## config.mk

```make
export PLATFORM = sky130hd
export DESIGN_NAME = nibcrc_accum
export DESIGN_NICKNAME = d
export VERILOG_FILES = /design/src/rtl/nibcrc_pkg.sv /design/src/rtl/nibcrc_decode.sv /design/src/rtl/nibcrc_reg.sv /design/src/rtl/nibcrc_accum.sv
export SDC_FILE = /design/constraint.sdc
export NUM_CORES = 1
export LEC_CHECK = 0
export ABC_AREA = 1
export BUFFER_PORTS_ARGS = -buffer_cell sky130_fd_sc_hd__buf_2
export CORE_ASPECT_RATIO = 0.8
export CORE_UTILIZATION = 60
export DETAILED_ROUTE_END_ITERATION = 7
export PLACE_DENSITY = 0.92
export RECOVER_POWER = 25
export SLEW_MARGIN = 20
export SYNTH_ARGS = -nofsm -noshare
export SYNTH_HDL_FRONTEND = slang
export SYNTH_SLANG_ARGS = --single-unit
```

## constraint.sdc

```tcl
create_clock -name clk -period 3.7 [get_ports clk]
set_clock_uncertainty 0.2 [all_clocks]
set_input_delay 0.555 -clock clk [delete_from_list [all_inputs] [get_ports clk]]
set_output_delay 0.555 -clock clk [all_outputs]
set_load 0.01 [all_outputs]
```

## src/rtl/nibcrc_pkg.sv

```systemverilog
package nibcrc_pkg;

    localparam int NIB_W   = 4;
    localparam int CRC_W   = 16;
    localparam int NIB_CNT = CRC_W / NIB_W;
    localparam int IDX_W   = $clog2(NIB_CNT);
    localparam int TAB_N   = 1 << NIB_W;

    typedef logic [NIB_W-1:0] nib_t;
    typedef logic [CRC_W-1:0] crc_t;
    typedef logic [IDX_W-1:0] idx_t;

    // decoded per-cycle actions
    typedef struct packed {
        logic upd;
        nib_t upd_nib;
        logic wr;
        idx_t wr_idx;
        nib_t wr_nib;
        logic slv_step;
    } act_t;

    function automatic crc_t fold_tab(input nib_t k);
        crc_t v;
        case (k)
            4'h0: v = 16'h0000;
            4'h1: v = 16'h6801;
            4'h2: v = 16'hD002;
            4'h3: v = 16'hB803;
            4'h4: v = 16'hC805;
            4'h5: v = 16'hA004;
            4'h6: v = 16'h1807;
            4'h7: v = 16'h7006;
            4'h8: v = 16'hF80B;
            4'h9: v = 16'h900A;
            4'hA: v = 16'h2809;
            4'hB: v = 16'h4008;
            4'hC: v = 16'h300E;
            4'hD: v = 16'h580F;
            4'hE: v = 16'hE00C;
            default: v = 16'h880D;
        endcase
        return v;
    endfunction

    function automatic crc_t crc_fold(input crc_t c, input nib_t n);
        return {c[CRC_W-NIB_W-1:0], n} ^ fold_tab(c[CRC_W-1 -: NIB_W]);
    endfunction

    function automatic crc_t nib_mask(input idx_t i);
        return crc_t'({NIB_W{1'b1}}) << (int'(i) * NIB_W);
    endfunction

    function automatic nib_t nib_get(input crc_t c, input idx_t i);
        return nib_t'(c >> (int'(i) * NIB_W));
    endfunction

endpackage

```

## src/rtl/nibcrc_decode.sv

```systemverilog
module nibcrc_decode
    import nibcrc_pkg::*;
(
    input  logic rd_stb,
    input  logic rd_peek,
    input  nib_t rd_nib,
    input  logic reg_sel,
    input  logic reg_wr,
    input  idx_t reg_idx,
    input  nib_t reg_wdata,
    input  crc_t cur_crc,
    output act_t act,
    output nib_t reg_rdata
);
    localparam idx_t TOP_IDX = idx_t'(NIB_CNT - 1);

    logic wr_hit, rd_real, self_rd;
    nib_t self_nib;

    always_comb begin
        self_nib = nib_get(cur_crc, reg_idx);
        wr_hit   = reg_sel & reg_wr;
        rd_real  = rd_stb & ~wr_hit & ~rd_peek;
        self_rd  = reg_sel & ~reg_wr;

        act          = '0;
        act.wr       = wr_hit;
        act.wr_idx   = reg_idx;
        act.wr_nib   = reg_wdata;
        act.upd_nib  = self_rd ? self_nib : rd_nib;
        act.upd      = rd_real & (~self_rd | (reg_idx == TOP_IDX));
        act.slv_step = rd_real;
        reg_rdata    = self_nib;
    end
endmodule

```

## src/rtl/nibcrc_reg.sv

```systemverilog
module nibcrc_reg
    import nibcrc_pkg::*;
(
    input  logic clk,
    input  logic rst,
    input  logic upd,
    input  nib_t upd_nib,
    input  logic wr,
    input  idx_t wr_idx,
    input  nib_t wr_nib,
    output crc_t crc_q
);
    crc_t crc_nxt;

    always_comb begin
        crc_nxt = crc_q;
        if (wr)
            crc_nxt = (crc_q & ~nib_mask(wr_idx)) | (crc_t'(wr_nib) << (int'(wr_idx) * NIB_W));
        else if (upd)
            crc_nxt = crc_fold(crc_q, upd_nib);
    end

    always_ff @(posedge clk) begin
        if (rst) crc_q <= '0;
        else     crc_q <= crc_nxt;
    end

    AST_RST_CLEAR: assert property (@(posedge clk) rst |=> crc_q == '0);
    AST_IDLE_HOLD: assert property (@(posedge clk) disable iff (rst)
        (!upd && !wr) |=> $stable(crc_q));
    AST_WR_KEEP_REST: assert property (@(posedge clk) disable iff (rst)
        wr |=> ((crc_q ^ $past(crc_q)) & ~nib_mask($past(wr_idx))) == '0);
    AST_WR_SLOT_LOADED: assert property (@(posedge clk) disable iff (rst)
        wr |=> nib_get(crc_q, $past(wr_idx)) == $past(wr_nib));
endmodule

```

## src/rtl/nibcrc_accum.sv

```systemverilog
module nibcrc_accum
    import nibcrc_pkg::*;
#(
    parameter bit HAS_SLAVE = 1'b1
) (
    input  logic        clk,
    input  logic        rst,
    input  logic        rd_stb,
    input  logic        rd_peek,
    input  logic [3:0]  rd_nib,
    input  logic        reg_sel,
    input  logic        reg_wr,
    input  logic [1:0]  reg_idx,
    input  logic [3:0]  reg_wdata,
    output logic [3:0]  reg_rdata,
    output logic [15:0] crc_out,
    output logic [15:0] slave_crc_out
);
    localparam idx_t TOP_IDX = idx_t'(NIB_CNT - 1);

    act_t act;
    crc_t mst_crc;

    nibcrc_decode u_dec (
        .rd_stb    (rd_stb),
        .rd_peek   (rd_peek),
        .rd_nib    (rd_nib),
        .reg_sel   (reg_sel),
        .reg_wr    (reg_wr),
        .reg_idx   (reg_idx),
        .reg_wdata (reg_wdata),
        .cur_crc   (mst_crc),
        .act       (act),
        .reg_rdata (reg_rdata)
    );

    nibcrc_reg u_mst (
        .clk     (clk),
        .rst     (rst),
        .upd     (act.upd),
        .upd_nib (act.upd_nib),
        .wr      (act.wr),
        .wr_idx  (act.wr_idx),
        .wr_nib  (act.wr_nib),
        .crc_q   (mst_crc)
    );

    generate
        if (HAS_SLAVE) begin : g_slave
            crc_t slv_crc;
            nibcrc_reg u_slv (
                .clk     (clk),
                .rst     (rst),
                .upd     (act.slv_step),
                .upd_nib ('0),
                .wr      (1'b0),
                .wr_idx  ('0),
                .wr_nib  ('0),
                .crc_q   (slv_crc)
            );
            assign slave_crc_out = slv_crc;
        end else begin : g_no_slave
            assign slave_crc_out = '0;
        end
    endgenerate

    assign crc_out = mst_crc;

    AST_PEEK_BLOCK: assert property (@(posedge clk) disable iff (rst)
        (rd_stb && rd_peek && !(reg_sel && reg_wr)) |=> ($stable(crc_out) && $stable(slave_crc_out)));
    AST_SELF_EXCL: assert property (@(posedge clk) disable iff (rst)
        (rd_stb && reg_sel && !reg_wr && reg_idx != TOP_IDX) |=> $stable(crc_out));
    AST_WR_WINS: assert property (@(posedge clk) disable iff (rst)
        (reg_sel && reg_wr) |-> !act.upd);
    AST_SLAVE_IGNORES_WR: assert property (@(posedge clk) disable iff (rst)
        (reg_sel && reg_wr) |=> $stable(slave_crc_out));
endmodule

```

; ---- Word-level counts from Yosys, hierarchy flattened
; Memories as Yosys holds them, arrays and structs flattened. A register that Yosys moved wholly into a read port is not among the register bits.
; Cells that the tools add are included.
[totals]
register_bits = 32
latchBits = 0
mem_bits_rw = 0
romBits = 288
inputBits = 16
output_inout_bits = 36
n_memories = 2
[op_classes]
addsub = 0
multipliers = 0
n_div = 0
order_cmp = 0
n_eq_ne = 1
shifts = 3
muxes = 10
bitwise_logic = 15
n_reduce_logical = 1
[mem_list]
columns = name, depth, word_bits, rd, rd_clocked_by_memory_dff, wr, line
row1 = (name not given), 16, 9, 1, 1, 0, nibcrc_pkg.sv:25  ; case (k)
row2 = (name not given), 16, 9, 1, 1, 0, nibcrc_pkg.sv:25
[ops]
columns = cell, count
row1 = two-way mux 16 bit, 5
row2 = bitwise XOR 16 bit, 2
row3 = two-way mux 4 bit, 5
row4 = bitwise AND 16 bit, 1
row5 = NOT 16 bit, 1
row6 = OR 16 bit, 1
row7 = left shift 4 x 4 -> 16 bit, 1
row8 = "left shift 4 x 4 -> 16 bit, first input constant", 1
row9 = >> shifter 16 x 4 -> 4 bit, 1
row10 = bitwise AND 1 bit, 5
row11 = NOT 1 bit, 4
row12 = "equality test 2 bit, second input constant", 1
row13 = nonzero test 2 bit, 1
row14 = OR 1 bit, 1

; ---- Longest topological paths before layout
; Gate-level depths: netlist of the first run.
[logic_depth]
ltp_word = 12
mapped_depth = 13
mapped_depth_nobuf = 12

; ---- Hierarchy
; From an unflattened synthesis of the first run, not the netlist that was laid out.
[hier_totals]
hier_cells = 452
hier_area_um2 = 3052.9
[by_module_without_submodules]
columns = module, n_inst, cells_each, area_per_inst_um2, seq_area_each_um2
row1 = nibcrc_reg (u_mst), 1, 197, 1353.8, 460.4
row2 = nibcrc_reg (g_slave.u_slv), 1, 192, 1351.3, 460.4
row3 = nibcrc_decode, 1, 62, 344.1, 0.0
row4 = nibcrc_accum, 1, 1, 3.8, 0.0

; ---- Least setup slack after synthesis of the first run
; No wires, ideal clock.
[synth_timing]
kind = input-to-reg
startpoint = input port rd_stb
endpoint = register (tool-made name)
arrival_time_ps = 1647
required_time_ps = 3379
slack_ps = 1732
path_stages = 8
n_path_buf = 1
path_cell_list = inv_1 nor2_4 nand2_4 buf_12 o21ai_2 a21o_1 ha_1 xor2_1
[synth_rtl]
columns = element, line
row1 = from (decl), nibcrc_accum.sv:8  ; input logic rd_stb,

==> results of run 1 <==
-- area by class of cell --
class	instances	area, um^2	area share
Multi-Input combinational cell	271	1460	0.484
Sequential cell	46	921	0.305
Tap cell	57	71.3	0.0237
Clock buffer	6	72.6	0.0241
Timing Repair Buffer	51	245	0.0813
Inverter	55	209	0.0693
Clock inverter	2	37.5	0.0124
-- worst max-delay path: stages --
cell and delay (ns):
clkbuf_1 0.12, nand2_1 0.69, nand2_4 0.30, o21ai_0 0.65
nor2_8 0.09, nand2_1 0.13, nand2_2 0.07, nand2_1 0.05
nand2_1 0.06
-- kinds of logic (layout without fill, tap and decap cells) --
kind of cell / count (synthesis) / after routing
xor+xnor: 8 / 8
simple gates: 195 / 195
flops: 46 / 46
buf+inv: 70 / 114
fa+ha+maj: 2 / 2
compound gates: 66 / 66
-- cells in the mapped netlist, drive strengths merged, types with 2 or more instances --
library cell,number,area share
nand2,109,0.18
inv,55,0.076
nand3,48,0.12
dfxtp,46,0.33
o21ai,35,0.070
nor2,34,0.058
a21oi,22,0.041
buf,14,0.050
o22ai,4,0.0091
or2,4,0.0091
xnor2,4,0.015
xor2,4,0.013
o211ai,3,0.0082
ha,2,0.0091
-- routing by layer --
layer	GRT usage	share of wire	routed length (um)
met5	0	0	0
met4	0.0991	0.019	127
met3	0.0905	0.095	638
met2	0.438	0.44	2930
met1	0.405	0.45	3020
-- power breakdown --
part | switching [W] | internal, W | leakage [nW] | total [W]
registers | 0.0000438 | 0.000546 | 0.380 | 0.000590
logic | 0.000211 | 0.000116 | 1.12 | 0.000326
clock network | 0.000178 | 0.000202 | 0.0514 | 0.000380
total | 0.000433 | 0.000863 | 1.55 | 0.00130
-- stage by stage --
step                worst slack, ns  area (um^2)  hold slack, ns
global placement               1.39         2940           0.257
global route                  0.843         3020           0.345
CTS                            1.48         3050           0.293
finish                        0.975         3020           0.297
detailed placement             1.31         2940           0.274
floorplan                      1.73         2750           0.254
-- path summary, 6_finish.rpt --
kind / depth (start not counted) / slack (ns) / endpoint / start
setup reg to reg: 7 / 1.91 / register / g_slave.u_slv.crc_q[11]
hold reg to reg: 2 / 0.30 / g_slave.u_slv.crc_q[3] / register
hold / removal: 2 / 0.30 / g_slave.u_slv.crc_q[3] / register
setup / recovery: 9 / 0.97 / register / reg_sel
==> parameters.txt, run 1 <==
Parameter                              Value

Detailed routing
  Total Routed Length ... 6710 um
  Vias ... about 2700
  DRC violations left ... 0
  Number of design-rule violations left by the first detailed-router iteration ... 356
  Drt via density ... 5.50
  Post-detailed-route wirelength per cell ... 13.8 um
  TritonRoute pass-1 iters ... 6
  Number of antenna-violating nets in the routed design ... 0

Synth
  Syn avg cell area ... 7.11 um^2
  Synthesized flop and latch total ... 46
  Share of the yosys chip area belonging to registers ... 0.335
  Area share of and/or/nand/nor cells after synthesis ... 0.367
  Post-Synthesis Net Count ... roughly 410
  Cells after synthesis ... around 390
  Compound-gate portion of the synthesized area ... 0.135
  Unique cell type count in the Yosys netlist ... 34
  Synth Warn # ... 0
  Mux contribution to synthesized area ... 0
  Post-synthesis instance area ... 2750 um^2
  Primary FF master, synth ... dfxtp_1
  Xor/xnor cell area share of the yosys netlist ... 0.0282
  Adder and majority gate portion of the synthesized area ... 0.00909
  Largest family of logic cells by synthesized area ... simple AND/OR/NAND/NOR gates
  Number of synthesized flops with an enable pin ... 0
  Fraction of synthesis flops using an asynchronous set or reset pin ... 0

Clock network
  Number of cells upsized or downsized after cts ... 0
  Number of buffers inserted by post-CTS setup repair ... 0
  Maximum number of buffers from clock root to sink ... 2
  Hold bufs inserted after CTS ... 0
  Clock sink count ... 46
  Insertion delay to the later sink of the worst-skew pair ... 0.31 ns
  Total CTS buffers ... 5
  CTS tree ... built
  Root buf cell ... clkbuf_8
  CTS H-tree lvls ... 2
  Clock-pin slew reported for the worst setup and hold paths after clock tree synthesis ... 0.09 ns

Placement
  Count of buffers inserted at the top-level ports ... 51
  Placed wire-length estimate ... 4980 um
  Weighted congestion at the end of routability-driven global placement ... about 0.9
  Total placed cells including tap cells ... 480

Timing
  Final count of pins violating max slew ... 0
  Number of setup violations in the final report ... 0
  Sum Neg Setup Slack ... 0 ns
  Max frequency ... 367 MHz
  Final critical path time including I/O delays and setup ... 2.73 ns
  Setup repair after global routing missed its margin ... no
  Worst Tran Pin Value ... 0.912 ns
  Final period utilization ... 0.737
  Final hold vios ... 0
  Worst rel slew slack ... 0.390

Power and ir drop
  Power per Cell Area ... 430 nW/um^2
  Total power draw ... approximately 0.0013 W
  Static Leak ... 1.55 nW
  Worst ir drop on vdd ... 257 uV

Layout
  Area growth from synthesis to layout ... 9.55%
  Total number of nets in the final design ... between 400 and 500
  Number of antenna repair diodes ... 0
  Fill cell count ... 352
  Most common cell after layout, fill and taps aside ... nand2_1
  Share of cells above drive strength 1 ... 0.220
  Final core occ ... 0.704
  Commonest non-fill, non-tap cells in the layout ... 92 x nand2_1, 50 x inv_1, 46 x dfxtp_1, 43 x buf_2, 36 x nand3_1
  Final instance count without filler cells ... 488

Die
  Height of the chip ... 62.6 um
  Starting density of the core ... 0.643
  Num ports ... 52
  CORE AREA ... 4280 um^2
  Horiz. Die Dim ... between 70 and 80 um
  DIE AREA ... 4860 um^2
  Std cell rows ... 21

Global route
  Antenna violations before repair ... 0
  Total global routing overflow ... 0
  First-pass GRT wire length ... between 10000 and 15000 um
  Largest net degree at the start of global routing ... 34
  Via count of the first global-routing pass ... 2385
  Total routing resource utilization after global routing ... 0.295

Critical path
  Signal arrival time at the worst endpoint ... 2.73 ns
  Maximum fanout along the worst path ... 25
  Critical setup path kind ... input pin to register
  Capturing element type of the critical path ... register
  Type of origin of the critical path ... input pin
  Data required time at the worst endpoint ... 3.70 ns

Worst hold path
  Path class of the lowest-slack min-delay path ... register to register

Run status
  Result of the run ... finished clean

Job
  Number of max-capacitance violations reported ... 0
Note: power is estimated with default switching activity, not from simulation.
==> inputs of run 2 (changes only) <==
--- a/config.mk
+++ b/config.mk
@@ -5,12 +5,12 @@
 export SDC_FILE = /design/constraint.sdc
 export NUM_CORES = 1
 export LEC_CHECK = 0
-export ABC_AREA = 1
+export ABC_AREA = 0
 export BUFFER_PORTS_ARGS = -buffer_cell sky130_fd_sc_hd__buf_2
 export CORE_ASPECT_RATIO = 0.8
-export CORE_UTILIZATION = 60
+export CORE_UTILIZATION = 54
 export DETAILED_ROUTE_END_ITERATION = 7
-export PLACE_DENSITY = 0.92
+export PLACE_DENSITY = 0.87
 export RECOVER_POWER = 25
 export SLEW_MARGIN = 20
 export SYNTH_ARGS = -nofsm -noshare
==> constraint.sdc (replaced) <==
create_clock -name clk -period 2.7 [get_ports clk]
set_clock_uncertainty 0.2 [all_clocks]
set_input_delay 0.405 -clock clk [delete_from_list [all_inputs] [get_ports clk]]
set_output_delay 0.405 -clock clk [all_outputs]
set_load 0.01 [all_outputs]
==> run 2 against run 1 <==
Sequential cell count did not move; sequential power rose by 29%; via count fell by 23%; worst hold slack got worse by 0.072 ns; wire length fell by 16%; clock power rose by 14%; die area fell by 5.5%; largest cell class unchanged.
==> parameters.txt, run 2 <==
Parameter                              Value

Synth
  Synth Warn # ... 0 (unchanged)
  Share of the yosys chip area belonging to registers ... 0.394 (was 0.335)
  Leading cell types by count after synthesis ... 46 x dfxtp_1, 34 x nand2_1, 25 x nor2_1, 18 x a21oi_1 (was 89 x nand2_1, 50 x inv_1, 46 x dfxtp_1, 36 x nand3_1, 31 x nor2_1)
  Most frequent cell after synthesis ... dfxtp_1 (was nand2_1)
  Top post-synthesis cells by area ... dfxtp_1 39%, nand2_1 5.5%, xnor2_1 4.9% (was dfxtp_1 33%, nand2_1 12%, inv_1 6.8%)
  Post-Synthesis Net Count ... 265 (was 405)
  Cell accounting for the most synthesized area ... dfxtp_1 (unchanged)
  Unique cell type count in the Yosys netlist ... 44 (was 34)
  Fraction of synthesis flops using an asynchronous set or reset pin ... 0 (unchanged)
  Post-synthesis instance area ... 2340 um^2 (was 2750 um^2)
  Syn avg cell area ... 9.46 um^2 (was 7.11 um^2)
  Area share of the largest cell type after synthesis ... 0.394 (was 0.335)
  Cells after synthesis ... 247 (was 387)
  Synthesized flop and latch total ... 46 (unchanged)
  Primary FF master, synth ... dfxtp_1 (unchanged)
  Number of synthesized flops with an enable pin ... 0 (unchanged)

Timing
  Setup repair after global routing missed its margin ... no (unchanged)
  Number of setup violations in the final report ... 0 (unchanged)
  Final hold vios ... 0 (unchanged)
  Max frequency ... 483 MHz
  Worst Tran Pin Value ... 0.469 ns (was 0.912 ns)
  Sum Neg Setup Slack ... 0 ns (unchanged)
  Final period utilization ... 0.766
  Final critical path time including I/O delays and setup ... 2.07 ns
  Final count of pins violating max slew ... 0 (unchanged)
  Worst rel slew slack ... 0.684 (was 0.390)

Layout
  Commonest non-fill, non-tap cells in the layout ... 46 x dfxtp_1, 34 x nand2_1, 33 x buf_2, 25 x nor2_1 (was 92 x nand2_1, 50 x inv_1, 46 x dfxtp_1, 43 x buf_2, 36 x nand3_1)
  Most common cell after layout, fill and taps aside ... dfxtp_1 (was nand2_1)
  Area growth from synthesis to layout ... 14.3% (was 9.55%)
  Fill cell count ... 378 (was 352)
  Number of antenna repair diodes ... 0 (unchanged)
  Total area of multi-input combinational cells ... 1310 um^2 (was 1460 um^2)
  Share of cells above drive strength 1 ... 0.212 (was 0.220)
  Total number of nets in the final design ... 314 (was 448)
  Area used by sequential logic in the layout ... 921 um^2 (unchanged)

Detailed routing
  Vias ... 2063 (was 2686)
  Drt via density ... 5.83 (was 5.50)
  Post-detailed-route wirelength per cell ... 16.0 um (was 13.8 um)
  Number of design-rule violations left by the first detailed-router iteration ... 172 (was 356)
  Met1 Routed Length ... 2550 um (was 3020 um)
  Number of antenna-violating nets in the routed design ... 0 (unchanged)
  Total Routed Length ... 5660 um (was 6710 um)
  Met2 layer wire length in the routed design ... 2470 um (was 2930 um)
  Wire length on met3 ... 574 um (was 638 um)
  TritonRoute pass-1 iters ... 7 (was 6)
  Top metal layer carrying routed signals ... met4 (unchanged)
  DRC violations left ... 0 (unchanged)

Clock network
  Clock sink count ... 46 (unchanged)
  Hold bufs inserted after CTS ... 0 (unchanged)
  Total CTS buffers ... 5 (unchanged)
  Maximum number of buffers from clock root to sink ... 2 (unchanged)
  CTS H-tree lvls ... 2 (unchanged)
  Insertion delay to the later sink of the worst-skew pair ... 0.31 ns (about the same)
  Root buf cell ... clkbuf_8 (unchanged)
  Number of cells upsized or downsized after cts ... 0 (unchanged)
  Clock-pin slew reported for the worst setup and hold paths after clock tree synthesis ... 0.09 ns (about the same)
  CTS tree ... built (unchanged)
  Number of buffers inserted by post-CTS setup repair ... 0 (unchanged)

Placement
  Weighted congestion at the end of routability-driven global placement ... 0.952 (was 0.913)
  Count of buffers inserted at the top-level ports ... 51 (unchanged)
  Placed wire-length estimate ... 4210 um (was 4980 um)

Critical path
  Slowest cell on the critical path ... ha_1 (was nand2_1)
  Type of origin of the critical path ... input pin (unchanged)
  Signal arrival time at the worst endpoint ... 2.04 ns (was 2.73 ns)
  Most common cell on crit path ... nand2_1 (unchanged)
  Maximum fanout along the worst path ... 11 (was 25)
  Data required time at the worst endpoint ... 2.68 ns (was 3.70 ns)
  List of cells traversed by the critical path ... buf_2 -> nand2_1 -> nand2_1 -> nor2_1 -> a21oi_1 -> or2_2 -> ha_1 -> xor2_1 (was clkbuf_1 -> nand2_1 -> nand2_4 -> o21ai_0 -> nor2_8 -> nand2_1 -> nand2_2 -> nand2_1 -> nand2_1)
  Capturing element type of the critical path ... register (unchanged)
  Critical Path Max Stage Delay ... 0.30 ns (was 0.69 ns)
  Critical setup path kind ... input pin to register (unchanged)

Power and ir drop
  Worst ir drop on vdd ... 415 uV (was 257 uV)
  Total power draw ... 0.00149 W (was 0.00130 W)
  Power per Cell Area ... 557 nW/um^2 (was 430 nW/um^2)
  Static Leak ... 1.10 nW (was 1.55 nW)

Global route
  Antenna violations before repair ... 0 (unchanged)
  Total routing resource utilization after global routing ... 0.270 (was 0.295)
  Via count of the first global-routing pass ... 1870 (was 2385)
  Total global routing overflow ... 0 (unchanged)
  Largest net degree at the start of global routing ... 23 (was 34)
  First-pass GRT wire length ... 9080 um (was 11100 um)

Die
  Horiz. Die Dim ... 75.6 um (was 77.7 um)
  Starting density of the core ... 0.559 (was 0.643)
  Height of the chip ... 60.8 um (was 62.6 um)
  DIE AREA ... 4600 um^2 (was 4860 um^2)
  Num ports ... 52 (unchanged)
  Std cell rows ... 21 (unchanged)
  CORE AREA ... 4180 um^2 (was 4280 um^2)

Worst hold path
  Path class of the lowest-slack min-delay path ... input pin to register (was register to register)

Job
  Number of max-capacitance violations reported ... 0 (unchanged)

Run status
  Result of the run ... finished clean (unchanged)
[run 2: cell types whose count changed in the layout (fill, tap and decap cells not counted), moves of 10 or more]
cell	previous run	this run
nand2_1	92	34
inv_1	50	4
nand3_1	36	3
o21ai_0	31	2
nand2_2	11	0
buf_2	43	33
xnor2_1	3	13
[run 2: critical path: cells and delay by family]
family	cells	cell delay [ns]
AO/OA/AOI/OAI	1	0.07
XOR/XNOR	1	0.16
adder cells (fa/ha/maj)	1	0.30
buffers and inverters	1	0.16
AND/OR/NAND/NOR	4	0.93
[run 2: per-stage QoR]
stage | instance area (um^2) | cells | hold slack, ns | setup WS [ns] | utilization
6_report | 2670 | 354 | 0.225 | 0.632 | 0.639
5_1_grt | 2670 | 354 | 0.220 | 0.552 | 0.639
4_1_cts | 2690 | 354 | 0.220 | 0.648 | 0.645
3_5_place_dp | 2600 | 346 | 0.238 | 0.337 | 0.623
3_3_place_gp | 2600 | 346 | 0.222 | 0.423 | 0.623
2_1_floorplan | 2340 | 247 | 0.217 | 0.541 | -
[run 2: routing by layer]
| metal | up-vias | global-route usage |
|---|---|---|
| met5 | - | 0 |
| met4 | 0 | 0.0714 |
| met3 | 9 | 0.0980 |
| met2 | 106 | 0.392 |
| met1 | 960 | 0.379 |
| li1 | 988 | - |
[run 2: final timing paths]
path | startpoint | end | slack (ns) | depth (start not counted)
worst max-delay path | reg_sel | register | 0.63 | 8
worst min-delay path | reg_wdata[1] | u_mst.crc_q[9] | 0.23 | 3
worst max register to register | u_mst.crc_q[9] | u_mst.crc_q[1] | 0.78 | 4
worst min register to register | register | g_slave.u_slv.crc_q[2] | 0.25 | 2
[run 2: cells by family (layout without fill, tap and decap cells)]
| kind of cell | count (synthesis) | in the layout | share of synthesized area |
|---|---|---|---|
| flops | 46 | 46 | 0.394 |
| simple gates | 84 | 84 | 0.160 |
| compound gates | 59 | 59 | 0.211 |
| mux | 12 | 12 | 0.0739 |
| xor+xnor | 27 | 27 | 0.104 |
| buf+inv | 17 | 67 | 0.0460 |
| fa+ha+maj | 2 | 2 | 0.0107 |
[run 2: area by class of cell]
class / instances / share of cell area
Inverter: 4 / 0.00562
Clock buffer: 5 / 0.0258
Timing Repair Buffer: 55 / 0.0984
Sequential cell: 46 / 0.345
Multi-Input combinational cell: 184 / 0.490
Clock inverter: 3 / 0.00890
Tap cell: 57 / 0.0267
[run 2: power by group]
part / switching [W] / total, W / internal (W)
clock: 0.000249 / 0.000434 / 0.000185
combinational: 0.000165 / 0.000289 / 0.000124
sequential: 0.0000408 / 0.000764 / 0.000724
==> inputs of run 3 (changes only) <==
==> constraint.sdc (replaced) <==
create_clock -name clk -period 2.05 [get_ports clk]
set_clock_uncertainty 0.2 [all_clocks]
set_input_delay 0.3075 -clock clk [delete_from_list [all_inputs] [get_ports clk]]
set_output_delay 0.3075 -clock clk [all_outputs]
set_load 0.01 [all_outputs]
==> run 3 against run 2 <==
Power increased by 36%; combinational power grew 47%; critical path depth decreased by 5; final area grew 5.7%; global-route usage up 1.8 points; sequential share of layout area shrank 1.9 points; non-clock buffer count is 19 higher; via count grew 9.6%; largest power group unchanged.
==> parameters.txt, run 3 (synthesis gave the netlist of run 2 again) <==
Parameter                              Value

Clock network
  CTS H-tree lvls ... 2 (unchanged)
  Insertion delay to the later sink of the worst-skew pair ... 0.31 ns (about the same)
  Clock sink count ... 46 (unchanged)
  Maximum number of buffers from clock root to sink ... 2 (unchanged)
  Clock-pin slew reported for the worst setup and hold paths after clock tree synthesis ... 0.09 ns (about the same)
  CTS tree ... built (unchanged)
  Total CTS buffers ... 5 (unchanged)
  Hold bufs inserted after CTS ... 0 (unchanged)
  Root buf cell ... clkbuf_8 (unchanged)
  Number of cells upsized or downsized after cts ... 0 (unchanged)
  Number of buffers inserted by post-CTS setup repair ... 0 (unchanged)

Global route
  Total global routing overflow ... 0 (unchanged)
  Via count of the first global-routing pass ... 1951 (was 1870)
  Largest net degree at the start of global routing ... 18 (was 23)
  Routing layer with the top usage in global route ... met2 (unchanged)
  First-pass GRT wire length ... 9530 um (was 9080 um)
  Met2 global-route usage ... 0.422 (was 0.392)
  Total routing resource utilization after global routing ... 0.288 (was 0.270)
  Met1 layer usage reported by global route ... 0.405 (was 0.379)
  Met3 layer usage reported by global route ... 0.0764 (was 0.0980)
  Antenna violations before repair ... 0 (unchanged)

Critical path
  FF-to-FF setup slack ... 0.17 ns (was 0.78 ns)
  Capturing element type of the critical path ... primary output (was register)
  Data required time at the worst endpoint ... 1.54 ns (was 2.68 ns)
  Maximum fanout along the worst path ... 4 (was 11)
  Signal arrival time at the worst endpoint ... 1.49 ns (was 2.04 ns)
  Type of origin of the critical path ... register (was input pin)
  Critical setup path kind ... register to primary output (was input pin to register)

Placement
  Count of buffers inserted at the top-level ports ... 51 (unchanged)
  Weighted congestion at the end of routability-driven global placement ... 0.958 (was 0.952)
  Total placed instance area ... 2750 um^2 (was 2600 um^2)
  Total placed cells including tap cells ... 365 (was 346)
  Placed wire-length estimate ... 4690 um (was 4210 um)

Timing
  Final period utilization ... 0.972
  Max frequency ... about 500 MHz
  Sum Neg Setup Slack ... 0 ns (unchanged)
  Setup repair after global routing missed its margin ... no (unchanged)
  Final hold vios ... 0 (unchanged)
  Worst Tran Pin Value ... 0.449 ns (was 0.469 ns)
  Number of setup violations in the final report ... 0 (unchanged)
  Final count of pins violating max slew ... 0 (unchanged)
  Final critical path time including I/O delays and setup ... approximately 2.0 ns
  Worst rel slew slack ... 0.698 (was 0.684)

Detailed routing
  Number of design-rule violations left by the first detailed-router iteration ... 304 (was 172)
  Drt via density ... 6.06 (was 5.83)
  DRC violations left ... 0 (unchanged)
  Number of antenna-violating nets in the routed design ... 0 (unchanged)
  Total Routed Length ... 6310 um (was 5660 um)
  TritonRoute pass-1 iters ... 6 (was 7)
  Vias ... 2261 (was 2063)
  Post-detailed-route wirelength per cell ... 16.9 um (was 16.0 um)

Die
  DIE AREA ... 4600 um^2 (unchanged)
  Starting density of the core ... 0.559 (unchanged)
  Std cell rows ... 21 (unchanged)
  Height of the chip ... 60.8 um (unchanged)
  Horiz. Die Dim ... 75.6 um (unchanged)
  Num ports ... 52 (unchanged)
  CORE AREA ... 4180 um^2 (unchanged)

Layout
  Total number of nets in the final design ... 333 (was 314)
  Final instance count without filler cells ... 373 (was 354)
  Commonest non-fill, non-tap cells in the layout ... 46 x dfxtp_1, 35 x buf_2, 33 x nand2_1, 25 x nor2_1, 22 x buf_4 (was 46 x dfxtp_1, 34 x nand2_1, 33 x buf_2, 25 x nor2_1)
  Most common cell after layout, fill and taps aside ... dfxtp_1 (unchanged)
  Final core occ ... 0.676 (was 0.639)
  Final Cell Area ... 2820 um^2 (was 2670 um^2)
  Number of antenna repair diodes ... 0 (unchanged)
  Area growth from synthesis to layout ... 20.8% (was 14.3%)
  Share of cells above drive strength 1 ... 0.269 (was 0.212)

Run status
  Result of the run ... finished clean (unchanged)

Power and ir drop
  Total power draw ... 0.00203 W (was 0.00149 W)
  Worst ir drop on vdd ... 435 uV (was 415 uV)
  Static Leak ... 1.22 nW (was 1.10 nW)
  Power per Cell Area ... 718 nW/um^2 (was 557 nW/um^2)

Job
  Number of max-capacitance violations reported ... 0 (unchanged)

Worst hold path
  Path class of the lowest-slack min-delay path ... input pin to register (unchanged)
-- run 3: changes by cell type in the layout (fill, tap and decap cells not counted), moves of 2 or more --
| cell | delta |
|---|---|
| clkinvlp_4 | -2 |
| clkbuf_1 | -2 |
| buf_4 | +18 |
| buf_2 | +2 |
-- run 3: worst paths after layout --
kind                         from                      to  cells past startpoint
setup / recovery  u_mst.crc_q[14]            reg_rdata[2]                      3
setup reg to reg  u_mst.crc_q[12]          u_mst.crc_q[0]                      4
hold reg to reg          register  g_slave.u_slv.crc_q[3]                      2
hold / removal       reg_wdata[0]          u_mst.crc_q[8]                      3
-- run 3: routing by layer --
metal	vias up	part of all wire
met1	1054	0.43
met4	0	0.023
met5	-	0
met3	24	0.098
li1	1029	-
met2	154	0.45
-- run 3: critical path: stages, from the launching register on --
cell	delay, ns
dfxtp_1	0.36
mux4_2	0.53
buf_4	0.16
buf_2	0.13
-- run 3: area by class of cell --
cell class                      count  area [um^2]
Fill cell                         328         1350
Tap cell                           57         71.3
Clock inverter                      3         28.8
Multi-Input combinational cell    184         1310
Inverter                            4         15.0
Sequential cell                    46          921
Clock buffer                        5         68.8
Timing Repair Buffer               74          408
-- run 3: power by group --
group          internal, W  switching (W)  leakage, nW
clock             0.000255       0.000342       0.0506
sequential        0.000953      0.0000529        0.375
combinational     0.000188       0.000236        0.790
total              0.00140       0.000631         1.22
-- run 3: per-stage QoR --
step | setup slack (ns) | hold slack [ns]
final | 0.0568 | 0.119
after global routing | 0.0403 | 0.120
after CTS | 0.0747 | 0.111
after detailed placement | 0.00841 | 0.229
after global placement | 0.0437 | 0.221
after floorplan | 0.0379 | 0.217
